==> src/rtl/txn_track_pkg.sv <==
package txn_track_pkg;
  typedef enum logic [1:0] {
    PH_IDLE   = 2'd0,
    PH_RUN    = 2'd1,
    PH_COMMIT = 2'd2,
    PH_DRAIN  = 2'd3
  } txn_phase_e;
endpackage

==> src/rtl/txn_line_bitmap.sv <==
module txn_line_bitmap #(
  parameter int LINES = 64,
  localparam int IDX_W = $clog2(LINES)
) (
  input  logic             clk,
  input  logic             rst_n,
  input  logic             mark_en,
  input  logic [IDX_W-1:0] mark_idx,
  input  logic             clr,
  output logic [LINES-1:0] view
);
  // view = stored bits plus the line being marked this cycle
  logic [LINES-1:0] bits_q;

  for (genvar i = 0; i < LINES; i++) begin : g_bit
    logic hit;
    assign hit     = mark_en && (mark_idx == IDX_W'(i));
    assign view[i] = bits_q[i] | hit;
    always_ff @(posedge clk) begin
      if (!rst_n)   bits_q[i] <= 1'b0;
      else if (clr) bits_q[i] <= 1'b0;
      else          bits_q[i] <= view[i];
    end
  end
endmodule

==> src/rtl/txn_conflict_check.sv <==
module txn_conflict_check #(
  parameter int LINES = 64
) (
  input  logic             check_en,
  input  logic             remote_valid,
  input  logic [LINES-1:0] remote_mask,
  input  logic [LINES-1:0] read_view,
  output logic             hit
);
  logic [LINES-1:0] overlap;
  assign overlap = remote_mask & read_view;
  assign hit     = check_en && remote_valid && (|overlap);
endmodule

==> src/rtl/txn_phase_ctrl.sv <==
module txn_phase_ctrl
  import txn_track_pkg::*;
(
  input  logic       clk,
  input  logic       rst_n,
  input  logic       txn_begin,
  input  logic       txn_end,
  input  logic       hit,
  input  logic       grant,
  output txn_phase_e phase,
  output logic       track_en,
  output logic       check_en,
  output logic       abort_fire,
  output logic       load_commit,
  output logic       clr_sets
);
  txn_phase_e phase_nx;

  assign track_en = (phase == PH_RUN);
  assign check_en = (phase == PH_RUN) || (phase == PH_COMMIT);

  always_comb begin
    phase_nx    = phase;
    abort_fire  = 1'b0;
    load_commit = 1'b0;
    clr_sets    = 1'b0;
    if (hit) begin
      // abort outranks end strobe and grant
      abort_fire = 1'b1;
      clr_sets   = 1'b1;
      phase_nx   = PH_IDLE;
    end else begin
      unique case (phase)
        PH_IDLE:   if (txn_begin) phase_nx = PH_RUN;
        PH_RUN:    if (txn_end) begin
                     phase_nx    = PH_COMMIT;
                     load_commit = 1'b1;
                   end
        PH_COMMIT: if (grant) phase_nx = PH_DRAIN;
        PH_DRAIN:  begin
                     clr_sets = 1'b1;
                     phase_nx = PH_IDLE;
                   end
        default:   phase_nx = PH_IDLE;
      endcase
    end
  end

  always_ff @(posedge clk) begin
    if (!rst_n) phase <= PH_IDLE;
    else        phase <= phase_nx;
  end
endmodule

==> src/rtl/txn_set_tracker.sv <==
module txn_set_tracker
  import txn_track_pkg::*;
#(
  parameter int LINES = 64,
  localparam int IDX_W = $clog2(LINES)
) (
  input  logic             clk,
  input  logic             rst_n,
  input  logic             txn_begin,
  input  logic             txn_end,
  input  logic             ld_valid,
  input  logic [IDX_W-1:0] ld_line,
  input  logic             st_valid,
  input  logic [IDX_W-1:0] st_line,
  input  logic             rws_valid,
  output logic             rws_ready,
  input  logic [LINES-1:0] rws_mask,
  output logic             cmt_valid,
  input  logic             cmt_ready,
  output logic [LINES-1:0] cmt_lines,
  output logic             abort_pulse,
  output logic [LINES-1:0] inv_lines
);
  txn_phase_e       phase;
  logic             track_en, check_en, abort_fire, load_commit, clr_sets, hit;
  logic [LINES-1:0] rd_view, wr_view;

  assign rws_ready = 1'b1;

  txn_phase_ctrl u_ctrl (
    .clk(clk), .rst_n(rst_n), .txn_begin(txn_begin), .txn_end(txn_end),
    .hit(hit), .grant(cmt_ready), .phase(phase), .track_en(track_en),
    .check_en(check_en), .abort_fire(abort_fire), .load_commit(load_commit),
    .clr_sets(clr_sets)
  );

  txn_line_bitmap #(.LINES(LINES)) u_rd (
    .clk(clk), .rst_n(rst_n), .mark_en(track_en && ld_valid),
    .mark_idx(ld_line), .clr(clr_sets), .view(rd_view)
  );

  txn_line_bitmap #(.LINES(LINES)) u_wr (
    .clk(clk), .rst_n(rst_n), .mark_en(track_en && st_valid),
    .mark_idx(st_line), .clr(clr_sets), .view(wr_view)
  );

  txn_conflict_check #(.LINES(LINES)) u_cc (
    .check_en(check_en), .remote_valid(rws_valid), .remote_mask(rws_mask),
    .read_view(rd_view), .hit(hit)
  );

  assign cmt_valid = (phase == PH_COMMIT);

  always_ff @(posedge clk) begin
    if (!rst_n) begin
      abort_pulse <= 1'b0;
      inv_lines   <= '0;
      cmt_lines   <= '0;
    end else begin
      abort_pulse <= abort_fire;
      inv_lines   <= abort_fire ? wr_view : '0;
      if (abort_fire || (cmt_valid && cmt_ready)) cmt_lines <= '0;
      else if (load_commit)                       cmt_lines <= wr_view;
    end
  end
endmodule

==> config.mk <==
export PLATFORM = sky130hd
export DESIGN_NAME = txn_set_tracker
export DESIGN_NICKNAME = d
export VERILOG_FILES = /design/src/rtl/txn_track_pkg.sv /design/src/rtl/txn_line_bitmap.sv /design/src/rtl/txn_conflict_check.sv /design/src/rtl/txn_phase_ctrl.sv /design/src/rtl/txn_set_tracker.sv
export SDC_FILE = /design/constraint.sdc
export NUM_CORES = 1
export LEC_CHECK = 0
export BUFFER_PORTS_ARGS = -buffer_cell sky130_fd_sc_hd__buf_4
export CAP_MARGIN = 10
export CORE_MARGIN = 2
export CORE_UTILIZATION = 59
export DETAILED_ROUTE_END_ITERATION = 6
export PLACE_DENSITY = 0.92
export SYNTH_ARGS = -nofsm -noshare
export SYNTH_HDL_FRONTEND = slang
export SYNTH_SLANG_ARGS = --single-unit
==> constraint.sdc <==
create_clock -name clk -period 7.5 [get_ports clk]
set_input_delay 0.75 -clock clk [delete_from_list [all_inputs] [get_ports clk]]
set_output_delay 0.75 -clock clk [all_outputs]
set_load 0.03 [all_outputs]
# --- Word-level counts from Yosys, hierarchy flattened ---
# Index checks and enable logic that the tools add are counted.
# Widths: inputs -> output; s select.
word_totals:
  register_bits: 259
  input_bits: 84
  elab_cells: 548
  out_inout_bits: 131
classes:
  reduce_logical: 144
  n_bitwise: 130
  n_mux: 10
  eq_ne: 132
op_table:
  columns: ["op", "count"]
  rows:
  - ["$eq 6x6->1 const B", 64]
  - ["$eq 6x5->1 const B", 32]
  - ["$logic_and 1x1->1", 133]
  - ["$or 1x1->1", 128]
  - ["$eq 6x4->1 const B", 16]
  - ["$and 64x64->64", 1]
  - ["$reduce_or 64->1", 1]
  - ["$eq 6x3->1 const B", 8]
  - ["$eq 6x2->1 const B", 4]
  - ["$eq 6x1->1 const B", 2]
  - ["$logic_not 6->1", 2]
  - ["$pmux 2 s4", 1]
  - ["$mux 1", 6]
  - ["$mux 2", 3]
  - ["$reduce_or 2->1", 3]
  - ["$eq 2x2->1 const B", 2]
  - ["$ne 2x2->1 const B", 2]
  - ["$reduce_and 3->1", 1]
  - ["$eq 2x1->1 const B", 1]
  - ["$logic_not 2->1", 1]
  - ["$logic_or 1x1->1", 2]
  - ["$ne 2x1->1 const B", 1]
  - ["$reduce_and 2->1", 1]
  - ["$not 1->1", 1]

# --- Depth between registers and ports, before layout ---
# Gate-level depths: netlist (run 1).
logic_depth:
  word_depth: 10
  ltp_mapped: 14
  depth_no_buf: 10

# --- Hierarchy ---
# From an unflattened synthesis (run 1), not the netlist that was laid out.
hier_totals:
  hier_cells: 889
  hier_area_um2: 10168.5
modules_own_cells:
  columns: ["mod", "cells_per_inst", "area_each_um2", "n_inst", "seq_area_each_um2"]
  rows:
  - ["txn_line_bitmap", 231, 2514.9, 2, 1281.2]
  - ["txn_set_tracker", 364, 4585.6, 1, 2582.5]
  - ["txn_conflict_check", 42, 342.8, 1, 0.0]
  - ["txn_phase_ctrl", 21, 210.2, 1, 40.0]

# --- Least setup slack after synthesis (run 1) ---
# Ideal clock, no wire load.
synth_timing:
  path_kind: "in2reg"
  from: "in ld_line[2]"
  to: "reg inv_lines[37]"
  t_arrival_ns: 2.649
  cell_stages: 11
  required_ns: 7.369
  n_path_buf: 3
  path_slack_ns: 4.720
  setup_ns: 0.131
  cell_sequence: "buf_2 -> and4bb_1 -> a21o_1 -> a22o_1 -> a221oi_1 -> nand4_1 -> nor3_2 -> a21oi_4 -> buf_4 -> buf_2 -> nor3b_1"
synth_via:
  elab_chain_len: 8
  elab_cells_between_ends: 197
  cone_classes: "eq/ne (63); mux (1); bitwise (65); reduce/logical (68)"
synth_lines:
  columns: ["element", "line", "source"]
  rows:
  - ["from (decl)", "txn_set_tracker.sv:12", "input logic [IDX_W-1:0] ld_line,"]
  - ["$eq 6x1->1, or another cell as far along", "txn_line_bitmap.sv:17", "assign hit = mark_en && (mark_idx == IDX_W'(i));"]
  - ["$logic_and 1x1->1", "txn_line_bitmap.sv:17", null]
  - ["$or 1x1->1", "txn_line_bitmap.sv:18", "assign view[i] = bits_q[i] | hit;"]
  - ["$and 64x64->64 *", "txn_conflict_check.sv:11", "assign overlap = remote_mask & read_view;"]
  - ["$reduce_or 64->1 *", "txn_conflict_check.sv:12", "assign hit = check_en && remote_valid && (|overlap);"]
  - ["$logic_and 1x1->1 *", "txn_conflict_check.sv:12", null]
  - ["$mux 1 *", "txn_phase_ctrl.sv:27", "if (hit) begin"]
  - ["$reduce_and 2->1 (no line) *", null, null]
  - ["to (signal assigned)", "txn_set_tracker.sv:61", "inv_lines <= abort_fire ? wr_view : '0;"]
  - ["to (decl)", "txn_set_tracker.sv:22", "output logic [LINES-1:0] inv_lines"]
# Mark *: on every way between the ends. The rest lies on a longest branch, timed or not.
# A chain may end at the register's enable or synchronous reset.

# --- Worst setup path in the final report (run 1) ---
layout_timing:
  from: "reg u_ctrl.phase[1]"
  to: "reg inv_lines[55]"
layout_via:
  elab_chain_len: 9
  elab_cells_between_ends: 141
  cone_classes: "eq/ne (2); mux (1); bitwise (66); reduce/logical (72)"
layout_lines:
  columns: ["element", "line", "source"]
  rows:
  - ["from (decl)", "txn_phase_ctrl.sv:10", "output txn_phase_e phase,"]
  - ["from (signal assigned)", "txn_phase_ctrl.sv:51", "else phase <= phase_nx;"]
  - ["$eq 2x1->1", "txn_phase_ctrl.sv:19, txn_phase_ctrl.sv:20", null]
  - ["$logic_and 1x1->1", "txn_set_tracker.sv:38", ".clk(clk), .rst_n(rst_n), .mark_en(track_en && ld_valid),"]
  - ["$logic_and 1x1->1", "txn_line_bitmap.sv:17", null]
  - ["$or 1x1->1", "txn_line_bitmap.sv:18", null]
  - ["$and 64x64->64", "txn_conflict_check.sv:11", null]
  - ["$reduce_or 64->1", "txn_conflict_check.sv:12", null]
  - ["$logic_and 1x1->1", "txn_conflict_check.sv:12", null]
  - ["$mux 1", "txn_phase_ctrl.sv:27", null]
  - ["$reduce_and 2->1 (no line)", null, null]
# Several ways; a longest one is shown, not always the timed one.

==> results by group, run 1 <==
Final layout
  – Fillcell total: 1107
  – NumNets Final: 1221
  – Area growth syn-to-layout: 22.93%
  – Layout cells sized above 1: 0.3585
  – Ant diodes: 0
  – Fin util: 0.7471

Logic synthesis
  – Post-synthesis cell area: 10150 µm²
  – Synth Area in Adders: 0.004931
  – Post-synth cell types: 38
  – Synth Flop Type: dfxtp_1
  – Mean post-synth cell area: 10.44 µm²
  – Syn nets: 1060
  – Compound-gate portion of the synthesized area: 0.1397
  – Post-synthesis cell count: 972
  – Post-synthesis xor/xnor area fraction: 0
  – Flops & latches, synth: 259
  – Async set or reset register ratio after synthesis: 0
  – Seq/Total Area, Yosys: 0.5108
  – Post-synth EDFFs: 0
  – Mux share of post-synthesis cell area: 0.0009862
  – Synth warn: 0
  – Main combinational cell family by area after synthesis: simple AND/OR/NAND/NOR gates
  – Post-Synth Simple-Gate Area: 0.2931

Critical path
  – Critical path type: reg -> reg
  – Arr. time, crit path: 4.49 ns
  – Worst R2R Setup Slack: 3.44 ns
  – Required time worst endpoint: 7.93 ns
  – Critical Path End Type: flip-flop
  – CP Launch Type: flip-flop
  – R2R Path End: inv_lines[55]
  – FF-to-FF Start: u_ctrl.phase[1]
  – Reg2Reg Depth: 11
  – Worst-path fanout max: 226

Worst hold path
  – WHS Endpoint: u_wr.bits_q[31]
  – Hold_sp: u_wr.bits_q[31]
  – HP Class: reg -> reg
  – Hold path cells: 2

Clocking
  – H-tree Lvls: 1
  – CTS buffer count: 26
  – Post-CTS Setup Bufs: 0
  – Clk pin slew, worst setup/hold paths: 0.06 ns
  – Clock sink count: 259
  – Cts hold-fix bufs: 0
  – Clk_lat worst skew: 0.52 ns
  – Clk buf depth: 3
  – Root Driver: clkbuf_16
  – TritonCTS clock tree: done
  – Post_cts resized: 0

STA
  – Hold Violations, Final: 0
  – Slew Viols, Final: 0
  – Worst rel slew slack: 0.2119
  – Sum of negative setup slack: 0 ns
  – Final WS setup: 3.438 ns
  – Clk_skew: 0.01237 ns
  – Fmax: 246.2 MHz
  – Period utilization: 0.5416
  – Unrepaired setup endpoints after global routing: false
  – Tmin final: 4.062 ns
  – Tightest Pin Transition: 1.182 ns
  – Setup violators final: 0

Global routing
  – Largest net degree at the start of global routing: 227
  – Initial antenna violation count: 0
  – Grt total ovfl: 0
  – Vias in the first global route: 7827
  – First-pass GRT wire length: 40450 µm
  – Tot GR Track Use: 0.2785

Place
  – Routability congestion estimate: 0.7965
  – Dpl hpwl: 17020 µm
  – IO buf count: 213
  – DP Worst Slack: 3.608 ns

Detailed routing
  – WL/cell: 19.30 µm
  – Via count: 8056
  – TritonRoute pass-1 iters: 7
  – Routed Antenna Nets: 0
  – Drt drc: 0
  – Routed wire length: 26470 µm
  – Vias per cell: 5.872
  – Iteration-0 DRC Markers: 741

Job
  – Max Cap Violations: 0

Die
  – Die Span X: 135.2 µm
  – FP Rows: 47
  – Die Ht: 135.2 µm
  – IO Pins: 215
  – CORE AREA: 16700 µm²
  – Initial cell density of the core: 0.6077
  – Full die area: 18270 µm²

Status
  – Status: finished, final reports clean

Pwr
  – Worst IR Drop VDD: 0.1860 mV
  – Static Leakage: 5.388 nW
  – Pwr dens: 240.6 nW/µm²
[critical path: stages, from the launching register on]
cell	delay (ns)
dfxtp_1	0.35
inv_1	0.10
ha_1	0.44
nor4bb_4	0.97
a21o_1	0.27
a22o_1	0.16
a221oi_1	0.05
nand4_1	0.14
nor3_2	0.09
a21oi_4	0.16
buf_12	0.73
nor3b_1	0.28
[worst max path at each step]
stage,from,to,depth (start not counted)
after detailed placement,u_ctrl.phase[1],inv_lines[24],11
after global placement,ld_line[0],inv_lines[40],10
final,u_ctrl.phase[1],inv_lines[55],11
after floorplan,ld_line[2],inv_lines[37],11
after CTS,u_ctrl.phase[1],inv_lines[3],11
after global routing,u_ctrl.phase[1],inv_lines[3],11
[sequential cells by signal (all words and copies together) (netlist names)]
register and count:
u_rd.bits_q 64, u_wr.bits_q 64, inv_lines 64, abort_pulse 1, cmt_lines 64, u_ctrl.phase 2
[layout make-up]
cell class              instances  area [µm²]  share of cell area
clock buffers                  39       780.7             0.06258
clock inverters                 8       48.80            0.003911
inverters                       9       33.78            0.002708
multi-input cells             619        4504              0.3610
flip-flops and latches        259        5185              0.4156
well taps                     220       275.3             0.02206
repair buffers                218        1649              0.1322
[stage by stage]
| step | instance area (µm²) | total power [mW] | std cells | hold slack, ns |
|---|---|---|---|---|
| after floorplan | 10150 | 1.701 | 972 | 0.4637 |
| after global placement | 11650 | 1.782 | 1325 | 0.4736 |
| after detailed placement | 11650 | 1.788 | 1325 | 0.4870 |
| after CTS | 12480 | 3.008 | 1372 | 0.5066 |
| after global routing | 12480 | 3.097 | 1372 | 0.5254 |
| final | 12480 | 3.002 | 1372 | 0.5044 |
[where the power goes]
| group | internal [mW] | switching (mW) |
|---|---|---|
| Combinational | 0.0935 | 0.274 |
| Clock | 0.719 | 0.522 |
| Sequential | 1.39 | 0.00795 |
| Total | 2.20 | 0.804 |
[per-layer routing]
layer / routed length, µm / GRT usage / up-vias
met5: 0 / 0 / -
met4: 953 / 0.1157 / 0
met3: 2330 / 0.06023 / 65
met2: 12700 / 0.4605 / 353
met1: 10490 / 0.3550 / 3832
li1: - / - / 3806
[Yosys cell counts, drive strengths merged (2+ instances only)]
cell / n / area share
a221oi: 9 / 0.0078
a22oi: 14 / 0.010
nor3b: 128 / 0.13
nand4: 5 / 0.0031
and4b: 4 / 0.0039
nor2: 77 / 0.028
a21o: 62 / 0.046
nor4bb: 2 / 0.0020
ha: 4 / 0.0049
a22o: 8 / 0.0069
clkbuf: 49 / 0.018
buf: 36 / 0.029
and4: 2 / 0.0017
nand3: 2 / 0.00099
inv: 9 / 0.0033
dfxtp: 259 / 0.51
nor3: 141 / 0.11
nand2: 8 / 0.0030
nor4: 2 / 0.0012
a21oi: 131 / 0.066
and4bb: 4 / 0.0049
nand2b: 5 / 0.0031
nor4b: 4 / 0.0041
[cells in the final DEF (no fill, tap or decap), types with 2 or more instances in the layout]
master | netlist | layout
nor4_1 | 2 | 2
nand3_1 | 2 | 2
inv_1 | 8 | 8
nor3b_2 | 62 | 62
nor3_1 | 59 | 57
and4b_1 | 4 | 4
and4bb_1 | 4 | 4
a22oi_1 | 14 | 14
clkbuf_8 | 0 | 6
clkbuf_1 | 49 | 6
clkinvlp_4 | 0 | 2
clkbuf_16 | 0 | 27
a22o_1 | 8 | 8
dfxtp_1 | 259 | 259
a221oi_1 | 9 | 9
nand2_4 | 0 | 2
nor3b_1 | 66 | 66
nor3_2 | 82 | 84
ha_1 | 4 | 4
nor2_1 | 77 | 77
nor4b_1 | 3 | 3
nand4_1 | 5 | 5
and4_1 | 2 | 2
nand2_1 | 8 | 6
clkinv_2 | 0 | 5
nand2b_1 | 5 | 4
buf_4 | 6 | 217
a21oi_1 | 130 | 130
a21o_1 | 62 | 62
[kinds of logic after synthesis]
family          after synthesis
compound gates              227
fa+ha+maj                     4
buf+inv                      94
flops                       259
mux                           1
other cells                   1
simple gates                386
(Power assumes the default switching activity.)
==> inputs of run 2 (changes only) <==
--- a/config.mk
+++ b/config.mk
@@ -8,9 +8,9 @@
 export BUFFER_PORTS_ARGS = -buffer_cell sky130_fd_sc_hd__buf_4
 export CAP_MARGIN = 10
 export CORE_MARGIN = 2
-export CORE_UTILIZATION = 59
+export CORE_UTILIZATION = 54
 export DETAILED_ROUTE_END_ITERATION = 6
-export PLACE_DENSITY = 0.92
+export PLACE_DENSITY = 0.86
 export SYNTH_ARGS = -nofsm -noshare
 export SYNTH_HDL_FRONTEND = slang
 export SYNTH_SLANG_ARGS = --single-unit
==> constraint.sdc (replaced) <==
create_clock -name clk -period 3.9 [get_ports clk]
set_input_delay 0.39 -clock clk [delete_from_list [all_inputs] [get_ports clk]]
set_output_delay 0.39 -clock clk [all_outputs]
set_load 0.03 [all_outputs]
==> run 2 against run 1 <==
Against the previous run: die area up 9.0%; critical endpoint is now inv_lines[6]; clock power up 120%; core utilization down 6.1 points; global-route usage down 1.2 points; maximum frequency up 15%; critical path type unchanged.
==> results by group, run 2 (synthesized netlist as in run 1, its figures left out) <==
Place
  – DP Worst Slack: 0.5468 ns (-3.062 ns)
  – Routability congestion estimate: 0.8516 (+6.9%)
  – Dpl hpwl: 18060 µm (+6.1%)
  – IO buf count: 213 (unchanged)

Detailed routing
  – Routed Antenna Nets: 0 (unchanged)
  – Via count: 8095 (+0.48%)
  – Routed wire length: 27580 µm (+4.2%)
  – Vias per cell: 5.774 (-1.7%)
  – TritonRoute pass-1 iters: 5 (-2)
  – Iteration-0 DRC Markers: 759 (+2.4%)
  – WL/cell: 19.67 µm (+2.0%)
  – Drt drc: 0 (unchanged)

Final layout
  – Area growth syn-to-layout: 25.62%
  – Commonest non-fill, non-tap cell in the layout: dfxtp_1
  – Fin util: 0.6862 (-0.06088)
  – Ant diodes: 0 (unchanged)
  – Commonest non-fill, non-tap cells in the layout: dfxtp_1 (259), buf_4 (231), a21oi_1 (130), nor3_2 (83), nor2_1 (77)
  – Layout cells sized above 1: 0.3707 (+0.01221)
  – NumNets Final: 1236 (+1.2%)

Pwr
  – Static Leakage: 5.520 nW (+2.4%)
  – Pwr dens: 484.0 nW/µm² (+100%)
  – Worst IR Drop VDD: 0.3842 mV (+110%)
  – Power, Total: 6.170 mW (+110%)

Critical path
  – R2R Path End: inv_lines[6]
  – Worst path cell trace: inv_1 > ha_1 > and4b_1 > a21oi_1 > o22ai_1 > a221oi_1 > nand4_1 > nor3_2 > a21oi_4 > buf_4 > nor3b_1
  – Worst Path Buf+Inv: 2 (unchanged)
  – Critical Path End Type: flip-flop
  – CP Launch Type: flip-flop
  – Worst R2R Setup Slack: 0.36 ns (-3.08 ns)
  – Critical path type: reg -> reg
  – Reg2Reg Depth: 11 (unchanged)
  – Required time worst endpoint: 4.31 ns (-3.62 ns)
  – Slowest CP cell: and4b_1
  – Delay-heaviest family, CP: simple AND/OR/NAND/NOR gates
  – FF-to-FF Start: u_ctrl.phase[1]
  – Slowest Stage Delay on Critical Path: 0.75 ns (-0.22 ns)
  – Worst-path fanout max: 32 (-86%)
  – Arr. time, crit path: 3.94 ns (-0.55 ns)

Die
  – Full die area: 19910 µm² (+9.0%)
  – Die Span X: 141.1 µm (+4.4%)
  – IO Pins: 215 (unchanged)
  – CORE AREA: 18580 µm² (+11%)
  – FP Rows: 50 (+6.4%)
  – Initial cell density of the core: 0.5463 (-0.06147)
  – Die Ht: 141.1 µm (+4.4%)

STA
  – Setup violators final: 0 (unchanged)
  – Fmax: 282.7 MHz (+15%)
  – Tightest Pin Transition: 1.191 ns (+0.008520 ns)
  – Worst rel slew slack: 0.2063 (-0.005680)
  – Sum of negative setup slack: 0 ns (unchanged)
  – Clk_skew: 0.009921 ns (-0.002450 ns)
  – Final WS setup: 0.3627 ns (-3.076 ns)
  – Period utilization: 0.9070 (+0.3654)
  – Hold Violations, Final: 0 (unchanged)
  – Unrepaired setup endpoints after global routing: false
  – Tmin final: 3.537 ns (-0.5245 ns)
  – Slew Viols, Final: 0 (unchanged)
  – WHS: 0.1739 ns (-0.3304 ns)

Clocking
  – Clk buf depth: 3 (unchanged)
  – Post_cts resized: 0 (unchanged)
  – H-tree Lvls: 1 (unchanged)
  – TritonCTS clock tree: done
  – CTS buffer count: 26 (unchanged)
  – Clock sink count: 259 (unchanged)
  – Post-CTS Setup Bufs: 0 (unchanged)
  – Cts hold-fix bufs: 0 (unchanged)
  – Clk pin slew, worst setup/hold paths: 0.06 ns (about the same)
  – Root Driver: clkbuf_16
  – Clk_lat worst skew: 0.52 ns (about the same)

Global routing
  – Tot GR Track Use: 0.2666 (-0.01182)
  – Largest net degree at the start of global routing: 69 (-70%)
  – Grt total ovfl: 0 (unchanged)
  – Vias in the first global route: 7818 (-0.11%)
  – Initial antenna violation count: 0 (unchanged)
  – First-pass GRT wire length: 42060 µm (+4.0%)

Worst hold path
  – WHS Endpoint: abort_pulse
  – Hold_sp: rst_n
  – HP Class: in -> reg
  – Hold path cells: 2 (unchanged)

Status
  – Status: finished, final reports clean

Job
  – Max Cap Violations: 0 (unchanged)
## run 2: cell count changes in the layout (fill, tap and decap cells not counted), sizes merged
cell      before  now
clkinv         5    3
clkinvlp       2    5
bufinv         0    5
buf          218  233
clkbuf        39   34
## run 2: how the worst max path moves through the flow
stage                    start            end  depth (start not counted)
2_1_floorplan  u_ctrl.phase[1]  inv_lines[37]                         14
3_3_place_gp   u_ctrl.phase[1]   inv_lines[9]                         11
3_5_place_dp   u_ctrl.phase[1]   inv_lines[6]                         11
4_1_cts        u_ctrl.phase[1]  inv_lines[10]                         11
5_1_grt        u_ctrl.phase[1]   inv_lines[6]                         11
6_report       u_ctrl.phase[1]   inv_lines[6]                         11
## run 2: cell type report
cell class / count / area [µm²]
Clock inverter: 14 / 211.5
Multi-Input combinational cell: 619 / 4491
Clock buffer: 34 / 762.0
Inverter: 9 / 33.78
Sequential cell: 259 / 5185
Timing Repair Buffer: 233 / 1774
Tap cell: 234 / 292.8
Fill cell: 1357 / 5831
## run 2: metal layers
| metal | routed length [µm] | GRT usage |
|---|---|---|
| met1 | 10890 | 0.3355 |
| met2 | 13620 | 0.4622 |
| met3 | 2247 | 0.04823 |
| met4 | 827 | 0.09053 |
| met5 | 0 | 0 |
## run 2: report_power, final
group | internal, mW | total, mW | switching, mW
clock | 1.71 | 2.75 | 1.04
sequential | 2.66 | 2.68 | 0.0132
combinational | 0.200 | 0.741 | 0.541
## run 2: per-stage QoR
| stage | std cells | instance area, µm² |
|---|---|---|
| 2_1_floorplan | 972 | 10150 |
| 3_3_place_gp | 1354 | 11780 |
| 3_5_place_dp | 1354 | 11780 |
| 4_1_cts | 1402 | 12750 |
| 5_1_grt | 1402 | 12750 |
| 6_report | 1402 | 12750 |
